## config.mk

```make
export PLATFORM = sky130hd
export DESIGN_NAME = rs_syn_eras_front
export DESIGN_NICKNAME = d
export VERILOG_FILES = /design/src/rtl/rs_front_pkg.sv /design/src/rtl/rs_syn_cell.sv /design/src/rtl/rs_blk_ctl.sv /design/src/rtl/rs_eras_track.sv /design/src/rtl/rs_syn_eras_front.sv
export SDC_FILE = /design/constraint.sdc
export NUM_CORES = 1
export LEC_CHECK = 0
export BUFFER_PORTS_ARGS = -buffer_cell sky130_fd_sc_hd__buf_2
export CAP_MARGIN = 25
export CORE_ASPECT_RATIO = 1.5
export CORE_UTILIZATION = 38
export CTS_BUF_LIST = sky130_fd_sc_hd__clkbuf_8
export CTS_CLUSTER_DIAMETER = 40
export CTS_CLUSTER_SIZE = 30
export DETAILED_ROUTE_END_ITERATION = 7
export MAX_ROUTING_LAYER = met4
export PLACE_DENSITY = 0.56
export SYNTH_ARGS = -nofsm -noshare
export SYNTH_HDL_FRONTEND = slang
export SYNTH_SLANG_ARGS = --single-unit
```

## constraint.sdc

```tcl
create_clock -name clk -period 6 [get_ports clk]
set_input_delay 0.6 -clock clk [delete_from_list [all_inputs] [get_ports clk]]
set_output_delay 0.6 -clock clk [all_outputs]
set_load 0.005 [all_outputs]
```

## src/rtl/rs_front_pkg.sv

```systemverilog
package rs_front_pkg;
  typedef logic [7:0] sym_t;

  localparam sym_t GF_RED = 8'h87;  // low byte of 0x187

  function automatic sym_t gf_mul(input sym_t a, input sym_t b);
    sym_t x;
    sym_t p;
    x = a;
    p = '0;
    for (int i = 0; i < 8; i++) begin
      if (b[i]) p = p ^ x;
      x = {x[6:0], 1'b0} ^ (x[7] ? GF_RED : 8'h00);
    end
    return p;
  endfunction

  function automatic sym_t gf_alpha_pow(input int e);
    sym_t v;
    v = 8'h01;
    for (int i = 0; i < (e % 255); i++) v = gf_mul(v, 8'h02);
    return v;
  endfunction
endpackage

```

## src/rtl/rs_syn_cell.sv

```systemverilog
module rs_syn_cell
  import rs_front_pkg::*;
#(
  parameter int ROOT_EXP = 120
) (
  input  logic clk,
  input  logic rst_n,
  input  logic beat,
  input  logic first,
  input  sym_t din,
  output sym_t acc
);
  localparam sym_t ROOT = gf_alpha_pow(ROOT_EXP);

  always_ff @(posedge clk or negedge rst_n) begin
    if (!rst_n)    acc <= '0;
    else if (beat) acc <= first ? din : (gf_mul(acc, ROOT) ^ din);
  end
endmodule

```

## src/rtl/rs_blk_ctl.sv

```systemverilog
module rs_blk_ctl #(
  parameter int LEN_W = 8
) (
  input  logic             clk,
  input  logic             rst_n,
  input  logic [LEN_W-1:0] cfg_n,
  input  logic             beat,
  output logic             first,
  output logic [LEN_W-1:0] pos,
  output logic             done
);
  logic [LEN_W-1:0] idx;
  logic             last;

  assign first = (idx == '0);
  assign last  = (idx == cfg_n - LEN_W'(1));
  assign pos   = cfg_n - LEN_W'(1) - idx;

  always_ff @(posedge clk or negedge rst_n) begin
    if (!rst_n) begin
      idx  <= '0;
      done <= 1'b0;
    end else begin
      done <= beat && last;
      if (beat) idx <= last ? '0 : idx + LEN_W'(1);
    end
  end
endmodule

```

## src/rtl/rs_eras_track.sv

```systemverilog
module rs_eras_track
  import rs_front_pkg::*;
#(
  parameter int MAX_ERAS = 20,
  parameter int CNT_W    = 8
) (
  input  logic                  clk,
  input  logic                  rst_n,
  input  logic                  beat,
  input  logic                  first,
  input  logic                  erase,
  input  sym_t                  pos,
  output logic [CNT_W-1:0]      cnt,
  output logic [MAX_ERAS*8-1:0] pos_flat
);
  logic [CNT_W-1:0] cnt_base;

  assign cnt_base = first ? '0 : cnt;

  always_ff @(posedge clk or negedge rst_n) begin
    if (!rst_n)    cnt <= '0;
    else if (beat) cnt <= cnt_base + CNT_W'(erase);
  end

  for (genvar k = 0; k < MAX_ERAS; k++) begin : g_slot
    sym_t slot;
    always_ff @(posedge clk or negedge rst_n) begin
      if (!rst_n) slot <= '0;
      else if (beat) begin
        if (erase && cnt_base == CNT_W'(k)) slot <= pos;
        else if (first)                     slot <= '0;
      end
    end
    assign pos_flat[k*8 +: 8] = slot;
  end
endmodule

```

## src/rtl/rs_syn_eras_front.sv

```systemverilog
module rs_syn_eras_front
  import rs_front_pkg::*;
#(
  parameter int MAX_R    = 20,
  parameter int MAX_ERAS = 20,
  parameter int FIRST_RT = 120
) (
  input  logic                           clk,
  input  logic                           rst_n,
  input  logic [$clog2(MAX_R+1)-1:0]     cfg_r,
  input  logic [7:0]                     cfg_n,
  input  logic                           in_valid,
  output logic                           in_ready,
  input  logic [7:0]                     in_data,
  input  logic                           in_erase,
  output logic                           done,
  output logic [MAX_R*8-1:0]             syn_out,
  output logic                           syn_zero,
  output logic [7:0]                     eras_cnt,
  output logic [MAX_ERAS*8-1:0]          eras_pos,
  output logic                           eras_over
);
  localparam int RW = $clog2(MAX_R + 1);

  logic       beat;
  logic       first_beat;
  sym_t       cur_pos;
  logic [MAX_R-1:0] slot_zero;

  always_ff @(posedge clk or negedge rst_n) begin
    if (!rst_n) in_ready <= 1'b0;
    else        in_ready <= 1'b1;
  end

  assign beat = in_valid && in_ready;

  rs_blk_ctl #(.LEN_W(8)) u_ctl (
    .clk(clk), .rst_n(rst_n), .cfg_n(cfg_n), .beat(beat),
    .first(first_beat), .pos(cur_pos), .done(done)
  );

  for (genvar j = 0; j < MAX_R; j++) begin : g_syn
    sym_t acc;
    rs_syn_cell #(.ROOT_EXP(FIRST_RT + j)) u_cell (
      .clk(clk), .rst_n(rst_n), .beat(beat), .first(first_beat),
      .din(in_data), .acc(acc)
    );
    assign syn_out[j*8 +: 8] = (RW'(j) < cfg_r) ? acc : 8'h00;
    assign slot_zero[j]      = (syn_out[j*8 +: 8] == 8'h00);
  end

  assign syn_zero = &slot_zero;

  rs_eras_track #(.MAX_ERAS(MAX_ERAS), .CNT_W(8)) u_eras (
    .clk(clk), .rst_n(rst_n), .beat(beat), .first(first_beat),
    .erase(in_erase), .pos(cur_pos), .cnt(eras_cnt), .pos_flat(eras_pos)
  );

  assign eras_over = (eras_cnt > 8'(cfg_r));
endmodule

```

## After elaboration in Yosys (flattened, before gate mapping)

Cells that the tools add are included.

- Bits in registers: 338

- Add/subtract/negate cells: 4
- $lt $le $gt $ge: 21
- Eq/ne operators: 20
- Muxes and demuxes: 266
- Bitwise logic cells: 203
- Reductions and logical operators: 85

Operators by type and width:

| operator | number |
|---|---|
| $mux 8 | 266 |
| $xor 8x8->8 | 203 |
| $logic_not 8->1 | 22 |
| $eq 8x4->1 const B | 8 |
| $lt 4x5->1 const A | 8 |
| $reduce_and 2->1 | 20 |
| $reduce_bool 2->1 | 20 |
| $eq 8x3->1 const B | 4 |
| $eq 8x5->1 const B | 4 |
| $logic_and 1x1->1 | 22 |
| $lt 3x5->1 const A | 4 |
| $lt 5x5->1 const A | 4 |
| $reduce_and 20->1 | 1 |
| $eq 8x2->1 const B | 2 |
| $lt 1x5->1 const A | 2 |
| $lt 2x5->1 const A | 2 |
| $add 8x1->8 | 1 |
| $add 8x1->8 const B | 1 |
| $eq 8x1->1 const B | 1 |
| $eq 8x8->1 | 1 |
| $gt 8x5->1 | 1 |
| $sub 8x1->8 const B | 1 |
| $sub 8x8->8 | 1 |

## Longest topological paths before layout

Gate-level depths: netlist of run 1.

- Depth in word-level cells: 18
- Depth in mapped cells: 13
- Depth with buffers taken out: 12

## Hierarchy

From an unflattened synthesis of run 1, not the netlist that was laid out.

- Cell total of the unflattened synthesis: 2567
- Area, all modules: 23354.9 um2

By module, submodules not included:

| module | instances | cells an instance | area an instance (um2) | sequential area each (um2) |
|---|---|---|---|---|
| rs_eras_track | 1 | 747 | 7230.7 | 4204.0 |
| rs_syn_eras_front | 1 | 302 | 1966.9 | 25.0 |
| rs_syn_cell at g_syn[12].u_cell ... | 2 | 71 | 690.7 | 200.2 |
| rs_blk_ctl | 1 | 101 | 895.9 | 225.2 |
| rs_syn_cell at g_syn[11].u_cell | 1 | 80 | 763.2 | 200.2 |
| rs_syn_cell at g_syn[17].u_cell | 1 | 86 | 742.0 | 200.2 |
| rs_syn_cell at g_syn[10].u_cell | 1 | 79 | 729.4 | 200.2 |
| rs_syn_cell at g_syn[14].u_cell | 1 | 79 | 726.9 | 200.2 |
| rs_syn_cell at g_syn[3].u_cell | 1 | 88 | 724.4 | 200.2 |
| rs_syn_cell at g_syn[18].u_cell | 1 | 69 | 698.2 | 200.2 |
| rs_syn_cell at g_syn[6].u_cell | 1 | 85 | 679.4 | 200.2 |
| rs_syn_cell at g_syn[9].u_cell | 1 | 72 | 671.9 | 200.2 |
| rs_syn_cell at g_syn[4].u_cell | 1 | 73 | 664.4 | 200.2 |
| rs_syn_cell at g_syn[15].u_cell | 1 | 69 | 656.9 | 200.2 |
| 8 more rows | -- | -- | -- | -- |

## Worst setup path after synthesis of run 1

OpenSTA, ideal clock, no wires.

- Path type: input -> output
- Start point: input port cfg_r[1]
- End point: output port syn_zero
- Data arrival time: 2.347 ns
- Setup slack: 3.053 ns
- Cell stages on the path: 7
- Cell sequence: buf_2 -> or2_2 -> nor2_4 -> nor2_1 -> or3_1 -> or4_1 -> nor4_1

- Cells in the longest elaborated chain, start to end: 4
- Elaborated cells between the ends (all ways): 61

RTL lines:

| item | RTL line | source |
|---|---|---|
| start: declaration | rs_syn_eras_front.sv:10 | `input logic [$clog2(MAX_R+1)-1:0] cfg_r,` |
| $lt 1x5->1, or another cell as far along | rs_syn_eras_front.sv:48 | `assign syn_out[j*8 +: 8] = (RW'(j) < cfg_r) ? acc : 8'h00;` |
| $mux 8 | rs_syn_eras_front.sv:48 |  |
| $logic_not 8->1 | rs_syn_eras_front.sv:49 | `assign slot_zero[j] = (syn_out[j*8 +: 8] == 8'h00);` |
| $reduce_and 20->1 * | rs_syn_eras_front.sv:52 | `assign syn_zero = &slot_zero;` |
| end: declaration | rs_syn_eras_front.sv:18 | `output logic syn_zero,` |

Every way passes the cells marked *; elsewhere a longest branch is shown, timed or not.

## Worst setup path after layout of run 1

- Start point: register g_syn[7].u_cell.acc[1]
- End point: output port syn_zero

- Cells in the longest elaborated chain, start to end: 3

RTL lines:

| item | RTL line | source |
|---|---|---|
| start: declaration | rs_syn_cell.sv:11 | `output sym_t acc` |
| start signal: assignment | rs_syn_cell.sv:17 | `else if (beat) acc <= first ? din : (gf_mul(acc, ROOT) ^ din);` |
| $mux 8 | rs_syn_eras_front.sv:48 |  |
| $logic_not 8->1 | rs_syn_eras_front.sv:49 |  |
| $reduce_and 20->1 | rs_syn_eras_front.sv:52 |  |

Every way passes these cells.

==> results of run 1 <==
-- per-layer routing --
layer  vias to the layer above  wire (um)  global-route usage (%)
met5                         -          0                       -
met4                         0       3190                    11.6
met3                       152       5290                    6.18
met2                       636      35800                    44.4
met1                      9027      27400                    29.0
li1                       8683          -                       -
-- area by class of cell --
class | count | area [um2]
fill | 5358 | 30300
multi-input combinational | 1843 | 11500
sequential | 338 | 8460
timing repair buffer | 379 | 1990
tap | 695 | 870
clock buffer | 58 | 798
clock inverter | 46 | 485
inverter | 23 | 86.3
antenna | 4 | 10.0
-- worst max-delay path: stages, from the launching register on --
cell	delay [ns]
sky130_fd_sc_hd__dfrtp_1	0.54
sky130_fd_sc_hd__nor4_1	0.29
sky130_fd_sc_hd__nand2_1	0.09
sky130_fd_sc_hd__o31ai_1	0.42
sky130_fd_sc_hd__nand3_1	0.12
sky130_fd_sc_hd__or4_1	0.55
sky130_fd_sc_hd__nor4_1	0.52
sky130_fd_sc_hd__buf_2	0.22
-- synth_stat cells (5+ instances only) --
master | number | share of area, %
sky130_fd_sc_hd__nor2_1 | 197 | 3.5
sky130_fd_sc_hd__a21oi_1 | 83 | 2.0
sky130_fd_sc_hd__nand4_1 | 8 | 0.24
sky130_fd_sc_hd__nor3_1 | 33 | 0.79
sky130_fd_sc_hd__xnor3_1 | 9 | 0.97
sky130_fd_sc_hd__o22ai_1 | 45 | 1.3
sky130_fd_sc_hd__xnor2_1 | 238 | 10
sky130_fd_sc_hd__buf_2 | 15 | 0.36
sky130_fd_sc_hd__nor2b_1 | 92 | 2.8
sky130_fd_sc_hd__ha_1 | 17 | 1.0
sky130_fd_sc_hd__mux2_2 | 6 | 0.32
sky130_fd_sc_hd__buf_1 | 32 | 0.57
sky130_fd_sc_hd__nor4_1 | 27 | 0.81
sky130_fd_sc_hd__or4_1 | 5 | 0.18
sky130_fd_sc_hd__a22o_1 | 11 | 0.46
sky130_fd_sc_hd__nand2_1 | 207 | 3.7
sky130_fd_sc_hd__mux2i_1 | 45 | 2.2
sky130_fd_sc_hd__xor2_1 | 127 | 5.3
sky130_fd_sc_hd__a221o_1 | 8 | 0.38
sky130_fd_sc_hd__nand2b_1 | 8 | 0.24
sky130_fd_sc_hd__dfrtp_1 | 338 | 40
sky130_fd_sc_hd__and2_1 | 70 | 2.1
sky130_fd_sc_hd__clkbuf_1 | 191 | 3.4
sky130_fd_sc_hd__a31oi_1 | 51 | 1.5
sky130_fd_sc_hd__nand3_1 | 184 | 4.4
sky130_fd_sc_hd__o21ai_0 | 301 | 7.2
sky130_fd_sc_hd__inv_1 | 21 | 0.38
-- cell families (layout without fill, tap and decap cells) --
group           count (synthesis)  in the layout  synth area share [%]
mux                            54             54                  2.80
other cells                     1              5                0.0179
buf+inv                       265            506                  4.93
simple gates                  858            858                  20.0
fa+ha+maj                      18             18                  1.11
xor+xnor                      374            374                  16.3
compound gates                538            538                  14.4
flops                         338            338                  40.4
-- through the flow --
step	utilization [%]	setup WS, ns	instance area (um2)	cells
6_report	44.4	1.97	24200	3386
3_5_place_dp	42.0	2.05	22900	3277
3_3_place_gp	41.9	2.08	22900	3274
2_1_floorplan	-	3.05	20900	2446
4_1_cts	44.4	1.84	24200	3382
5_1_grt	44.4	1.82	24200	3385
-- registers in the layout, summed over array words and instances (netlist names) --
signal,flops
u_eras.cnt,8
g_syn.u_cell.acc,160
u_ctl.idx,8
u_eras.g_slot.slot,160
in_ready,1
u_ctl.done,1
-- final timing paths --
path	endpoint	slack, ns
setup / recovery	syn_zero	1.97
hold / removal	g_syn[8].u_cell.acc[2]	0.39
setup reg to reg	u_eras.g_slot[5].slot[6]	2.30
hold reg to reg	u_eras.g_slot[1].slot[6]	0.50
max in group asynchronous	u_eras.g_slot[15].slot[4]	3.98
min in group asynchronous	g_syn[16].u_cell.acc[0]	0.51
-- power by group --
part           internal [W]  switching, W  leakage, nW
clock network       0.00115       0.00121        0.644
registers           0.00309       0.00133         4.34
logic               0.00424       0.00434         6.20
total               0.00849       0.00688         11.2
==> summary by stage, run 1 <==
Floorplan
The floorplan step defined a die boundary enclosing between 50000 and 60000 um2. The core region is 54500 um2. In this run the horizontal extent of the chip is 194 um. From bottom edge to top edge, the die measures 289 um. The number of rows created at floorplan is 105. In this run the count of I/O pins placed on the die edge is 357. The starting density of the core is 38.4%.

Worst setup path
The sort of element at the end of the critical path is an output port. The largest driver fanout on the critical path is 7. Tracing the worst setup path back leads to its startpoint at g_syn[7].u_cell.acc[1]. The classification of the worst setup path is reg -> out. The worst path required time is approximately 5.4 ns. For the worst flop-to-flop path, the logic depth is 6. The arrival time of the worst setup path is approximately 3.4 ns. The category of the worst setup path launch point is a register. The worst register-to-register path begins at u_ctl.idx[5].

Power
In this run the static leakage power is 11.2 nW. VDD sags by at most approximately 260 uV. The completed layout was analyzed and its total power is 0.0154 W. For this design the ratio of total power to cell area is 635 nW/um2.

Clock tree
Counting along the longest clock path gives a buffer depth of 3. The clock root buffer master is sky130_fd_sc_hd__clkbuf_8. The TritonCTS clock tree is yes. The count of buffers added by post-CTS timing repair for setup is 0.

The total of hold buffers inserted after clock tree synthesis is 1. The number of gates resized after cts is 0. The level count of the clock H-tree is 2. The number of buffers created by CTS is 55.

The clock transition at the registers of the reported paths is 0.07 ns. Clock latency on the worst-skew pair, taken at its later pin, is 0.69 ns. The clock sink count is 338.

Routing
The number of DRC violations after detailed-routing iteration 0 is between 1000 and 1500. The routed layout has 18500 vias. The post-route antenna net violation count is 0. After detailed routing, the average wire length per cell comes to 21.2 um. The total iterations of the first detailed-routing run is 5. For this run, design rule violations remaining after detail routing come to 0. The aggregate routed wire length is about 72 mm. After detailed routing, the number of vias per cell comes to 5.46.

Hold path
The worst hold path was traced through 3 stages. The path type of the worst min-delay path is in -> reg. The worst hold path begins at in_data[2].

Yosys
The number of unique standard cell types used by synthesis is 67. Summing every instance area after synthesis gives ~21000 um2. After synthesis, flip-flops and latches occupy 40.4% of the total area. The fraction of registers with async set/reset is 100%. The synthesis warning total is 0. The count of flip-flops with a built-in enable after synthesis is 0. A synthesized cell averages around 8.6 um2. The post-synthesis register bit count is 338. The net count of the mapped netlist is 2489. The dominant synthesized flop cell is sky130_fd_sc_hd__dfrtp_1. Synthesis handed over a netlist of 2446 instances.

Timing
The period utilization is about two thirds. The maximum operating frequency is 248 MHz. The worst clock skew on the final layout is between 0.02 and 0.025 ns. Setup repair after global routing left no endpoint under its margin. Setup violations remaining at the end of the flow were counted as 0.

The slew at the pin closest to its max-slew limit is 1.09 ns. The total count of max-transition violations in the final report was 0. For the final routed database, the setup TNS stands at 0 ns. The tightest slew margin relative to the limit is 27.1%.

The minimum clock period after layout is 4.03 ns. Across all hold checks on the routed design, the worst slack comes to 0.393 ns. The count of final hold-check violations was 0.

Run
The number of max-cap violations is 0.

Final layout
The final net count is 2683. Leaving out fill and tap cells, the most frequent cell in the layout is sky130_fd_sc_hd__buf_2. Of the cells placed in the final design, the portion with a size suffix greater than 1 is about a fifth. The top cell types in the final layout, fill and taps aside, are 355 x sky130_fd_sc_hd__buf_2, 338 x sky130_fd_sc_hd__dfrtp_1, 301 x sky130_fd_sc_hd__o21ai_0. The signed area change from the synthesized netlist to the final layout is 15.7%.

Placed design
The congestion estimate from routability-driven global placement came to 0.906. Summed over all nets, the half-perimeter wirelength after detailed placement is about 49 mm. The number of port buffers is 356.

Global route
The global-route wire length before repair is 110 mm. The aggregate global-route resource usage is 26.1%. The number of global-route vias before repair is 18200.

For this run the aggregate overflow at the end of global routing stands at 0. Entering global routing, the biggest net connects 131 pins. The initial antenna violation count was 4.

Run status
The flow ran to the end, and the final reports show no timing, DRC or antenna violations.
Note: power is estimated with default switching activity, not from simulation.
==> inputs of run 2 (changes only) <==
Settings changed: PLACE_DENSITY 0.56 to 0.58.
Clock period 6 ns to 3.35 ns, I/O delays scaled along.
==> run 2 against run 1 <==
Against the previous run:
- die area did not move
- setup slack got worse by 1.9 ns
- worst hold slack got worse by 0.22 ns
- clock skew rose by 0.027 ns
- wire length rose by 0.89%
- combinational power rose by 81%
- global-route usage rose by 0.44 points
- sequential share of layout area fell by 0.61 points
- non-clock buffer count rose by 39
- clock power rose by 78%
- final area rose by 1.8%
- critical path type unchanged
- critical endpoint unchanged
==> summary by stage, run 2 (synthesis gave the netlist of run 1 again) <==
Final layout
In the layout the commonest cells are 355 x sky130_fd_sc_hd__buf_2, 335 x sky130_fd_sc_hd__dfrtp_1, 301 x sky130_fd_sc_hd__o21ai_0. The fraction of layout cells with a size suffix above 1 was 20.7% (+1.4 points). In the final layout, the registers with the most flip-flops are g_syn.u_cell.acc x160, u_eras.g_slot.slot x160. The area of all placed cells without fillers was 24600 um2 (+1.8%). The signed area change from the synthesized netlist to the final layout is 17.8%. The library cell used most frequently in the layout, excluding fill and tap cells, is sky130_fd_sc_hd__buf_2. The count of non-filler cells in the finished layout is 3418 (+0.95%). The final net count is 2720 (+1.4%).

Hold path
The number of cells on the worst hold path came to 2 (-1). The path type of the worst min-delay path is in -> reg. The worst hold path terminates at g_syn[12].u_cell.acc[2].

The origin of the worst min-delay path is in_data[2].

Worst setup path
The worst setup slack for register-to-register paths was 0.42 ns (-1.88 ns). The classification of the worst setup path is reg -> out. The worst path required time is 3.01 ns (-2.39 ns). The category of the worst setup path launch point is a register. The largest driver fanout on the critical path was 10 (+3). Traced cell by cell, the critical path runs through nor4_2, a21oi_1, or4_4, nor4_4, buf_2. Grouping stages by cell kind, the critical path spends the most delay in simple AND/OR/NAND/NOR gates. The delay of the slowest critical-path stage is 0.57 ns (+0.02 ns). The buffer and inverter count on the worst path was 1 (unchanged). In this run the critical register-to-register path is launched from u_ctl.idx[0]. The number of cells traversed by the worst register-to-register path was 8 (+2).

STA classifies the critical path endpoint as an output port. The arrival time of the worst setup path is 2.95 ns (-0.48 ns). The worst register-to-register path ends at g_syn[12].u_cell.acc[7]. The highest-delay cell along the critical path is sky130_fd_sc_hd__or4_4.

Power
The reported leakage power is 11.4 nW (+2.3%). The total power divided by cell area is 1120 nW/um2 (+77%). The worst ir drop on vdd came to 708 uV (+170%).

Routing
The via density per instance is 5.45 (-0.21%). The number of DRC violations after detailed-routing iteration 0 is 994 (-19%). The number of vias in the routed layout was 18600 (+0.73%). The average detailed-routed wire length per instance was 21.2 um (about the same). The post-route antenna net violation count came to 0 (unchanged). The number of remaining DRC errors was 0 (unchanged). The total iterations of the first detailed-routing run is 5 (unchanged).

The aggregate routed wire length is 72.3 mm (+0.89%).

Timing
Setup repair after global routing could not meet its margin everywhere. The number of setup violations in the final report was 0 (unchanged). The minimum clock period after layout is between 3 and 4 ns. The worst clock skew on the final layout is 0.0515 ns (+0.0266 ns). The total count of max-transition violations in the final report was 0 (unchanged). The tightest slew margin relative to the limit is 32.6% (+5.5 points). The count of final hold-check violations is 0 (unchanged). The slew at the pin closest to its max-slew limit is 1.01 ns (-0.0870 ns).

The maximum operating frequency is 304 MHz. The period utilization is a little over nine tenths.

Floorplan
The floorplan die height is 289 um (unchanged). The starting density of the core is 38.4% (unchanged). The area of the core is 54500 um2 (unchanged). The area enclosed by the die boundary came to 56000 um2 (unchanged). The number of rows created at floorplan was 105 (unchanged). The number of ports placed on the die boundary is 357 (unchanged). The width of the chip came to 194 um (unchanged).

Global route
The initial antenna violation count came to 3 (-1). The largest net degree at the start of global routing is 173 (+32%). The number of global-route vias before repair came to 18700 (+2.5%).

The aggregate global-route resource usage is 26.5% (+0.44 points). The global-route wire length before repair is 112 mm (+2.3%). The sum of overflow across all layers after global routing was 0 (unchanged).

Placed design
The post-DP HPWL is 50.5 mm (+3.0%). The number of port buffers is 356 (unchanged). The last weighted congestion value of the routability-driven placer was 0.932 (+2.8%). The post-placement cell count is 3315 (+1.2%).

The standard cell area after detailed placement is 23300 um2 (+1.7%).

Clock tree
The clock sink count is 338 (unchanged). The TritonCTS clock tree is yes. The clock latency reported for the late side of the worst-skew pair came to 0.66 ns (-0.03 ns).

The level count of the clock H-tree is 2 (unchanged). The clock root buffer master is sky130_fd_sc_hd__clkbuf_8. The count of buffers added by post-CTS timing repair for setup was 0 (unchanged). The clock transition at the registers of the reported paths came to 0.07 ns (about the same). The number of buffers created by CTS was 53 (-3.6%).

The number of buffers on the longest clock path is 3 (unchanged).

Run status
The run finished with clean final reports.

Run
The number of max-cap violations came to 0 (unchanged).
-- run 2: worst reg2reg max path, stage by stage (launching register included) --
cell	delay, ns
sky130_fd_sc_hd__dfrtp_1	0.50
sky130_fd_sc_hd__inv_1	0.11
sky130_fd_sc_hd__ha_1	0.26
sky130_fd_sc_hd__and3_4	0.24
sky130_fd_sc_hd__buf_12	0.22
sky130_fd_sc_hd__nor2_1	0.65
sky130_fd_sc_hd__nand2_1	0.21
sky130_fd_sc_hd__mux4_2	0.50
sky130_fd_sc_hd__o221a_2	0.14
-- run 2: how the worst max path moves through the flow --
| stage | end | from | cells past startpoint |
|---|---|---|---|
| 2_1_floorplan | u_eras.cnt[6] | u_ctl.idx[5] | 12 |
| 3_3_place_gp | syn_zero | cfg_r[3] | 6 |
| 3_5_place_dp | syn_zero | cfg_r[3] | 8 |
| 4_1_cts | syn_zero | g_syn[9].u_cell.acc[3] | 6 |
| 5_1_grt | syn_zero | g_syn[11].u_cell.acc[6] | 6 |
| 6_report | syn_zero | g_syn[10].u_cell.acc[5] | 5 |
-- run 2: per-stage QoR --
stage	setup TNS, ns	hold slack [ns]	setup WS, ns	utilization (%)	power [W]
6_report	0	0.173	0.0618	45.2	0.0277
3_3_place_gp	0	0.418	0.223	42.7	0.0229
3_5_place_dp	0	0.416	0.230	42.7	0.0234
5_1_grt	-0.0345	0.149	-0.0345	45.2	0.0300
4_1_cts	0	0.107	0.000128	45.1	0.0278
2_1_floorplan	0	0.0394	0.665	-	0.0194
-- run 2: where the power goes --
part	internal, W	switching [W]	total [W]
sequential	0.00554	0.00240	0.00795
clock	0.00213	0.00207	0.00420
combinational	0.00769	0.00782	0.0155
-- run 2: per-layer routing --
layer | global-route usage, % | vias up | share of wire, %
met5 | - | - | 0
met4 | 13.4 | 0 | 5.2
met3 | 5.52 | 182 | 6.8
met2 | 45.0 | 686 | 49
met1 | 29.5 | 9030 | 39
li1 | - | 8735 | -
-- run 2: layout make-up --
class	instances	area [um2]
fill	5345	29900
multi-input combinational	1843	11600
sequential	338	8460
timing repair buffer	418	2370
tap	695	870
clock buffer	59	812
clock inverter	39	447
inverter	23	86.3
antenna	3	7.51
-- run 2: what timing repair did --
action,CTS,global route
hold buffers,1,0
endpoints found under the setup margin,1,1
resized for setup,12,5
pin swaps,3,0
cloned,0,0
endpoints found under the hold margin,76,0
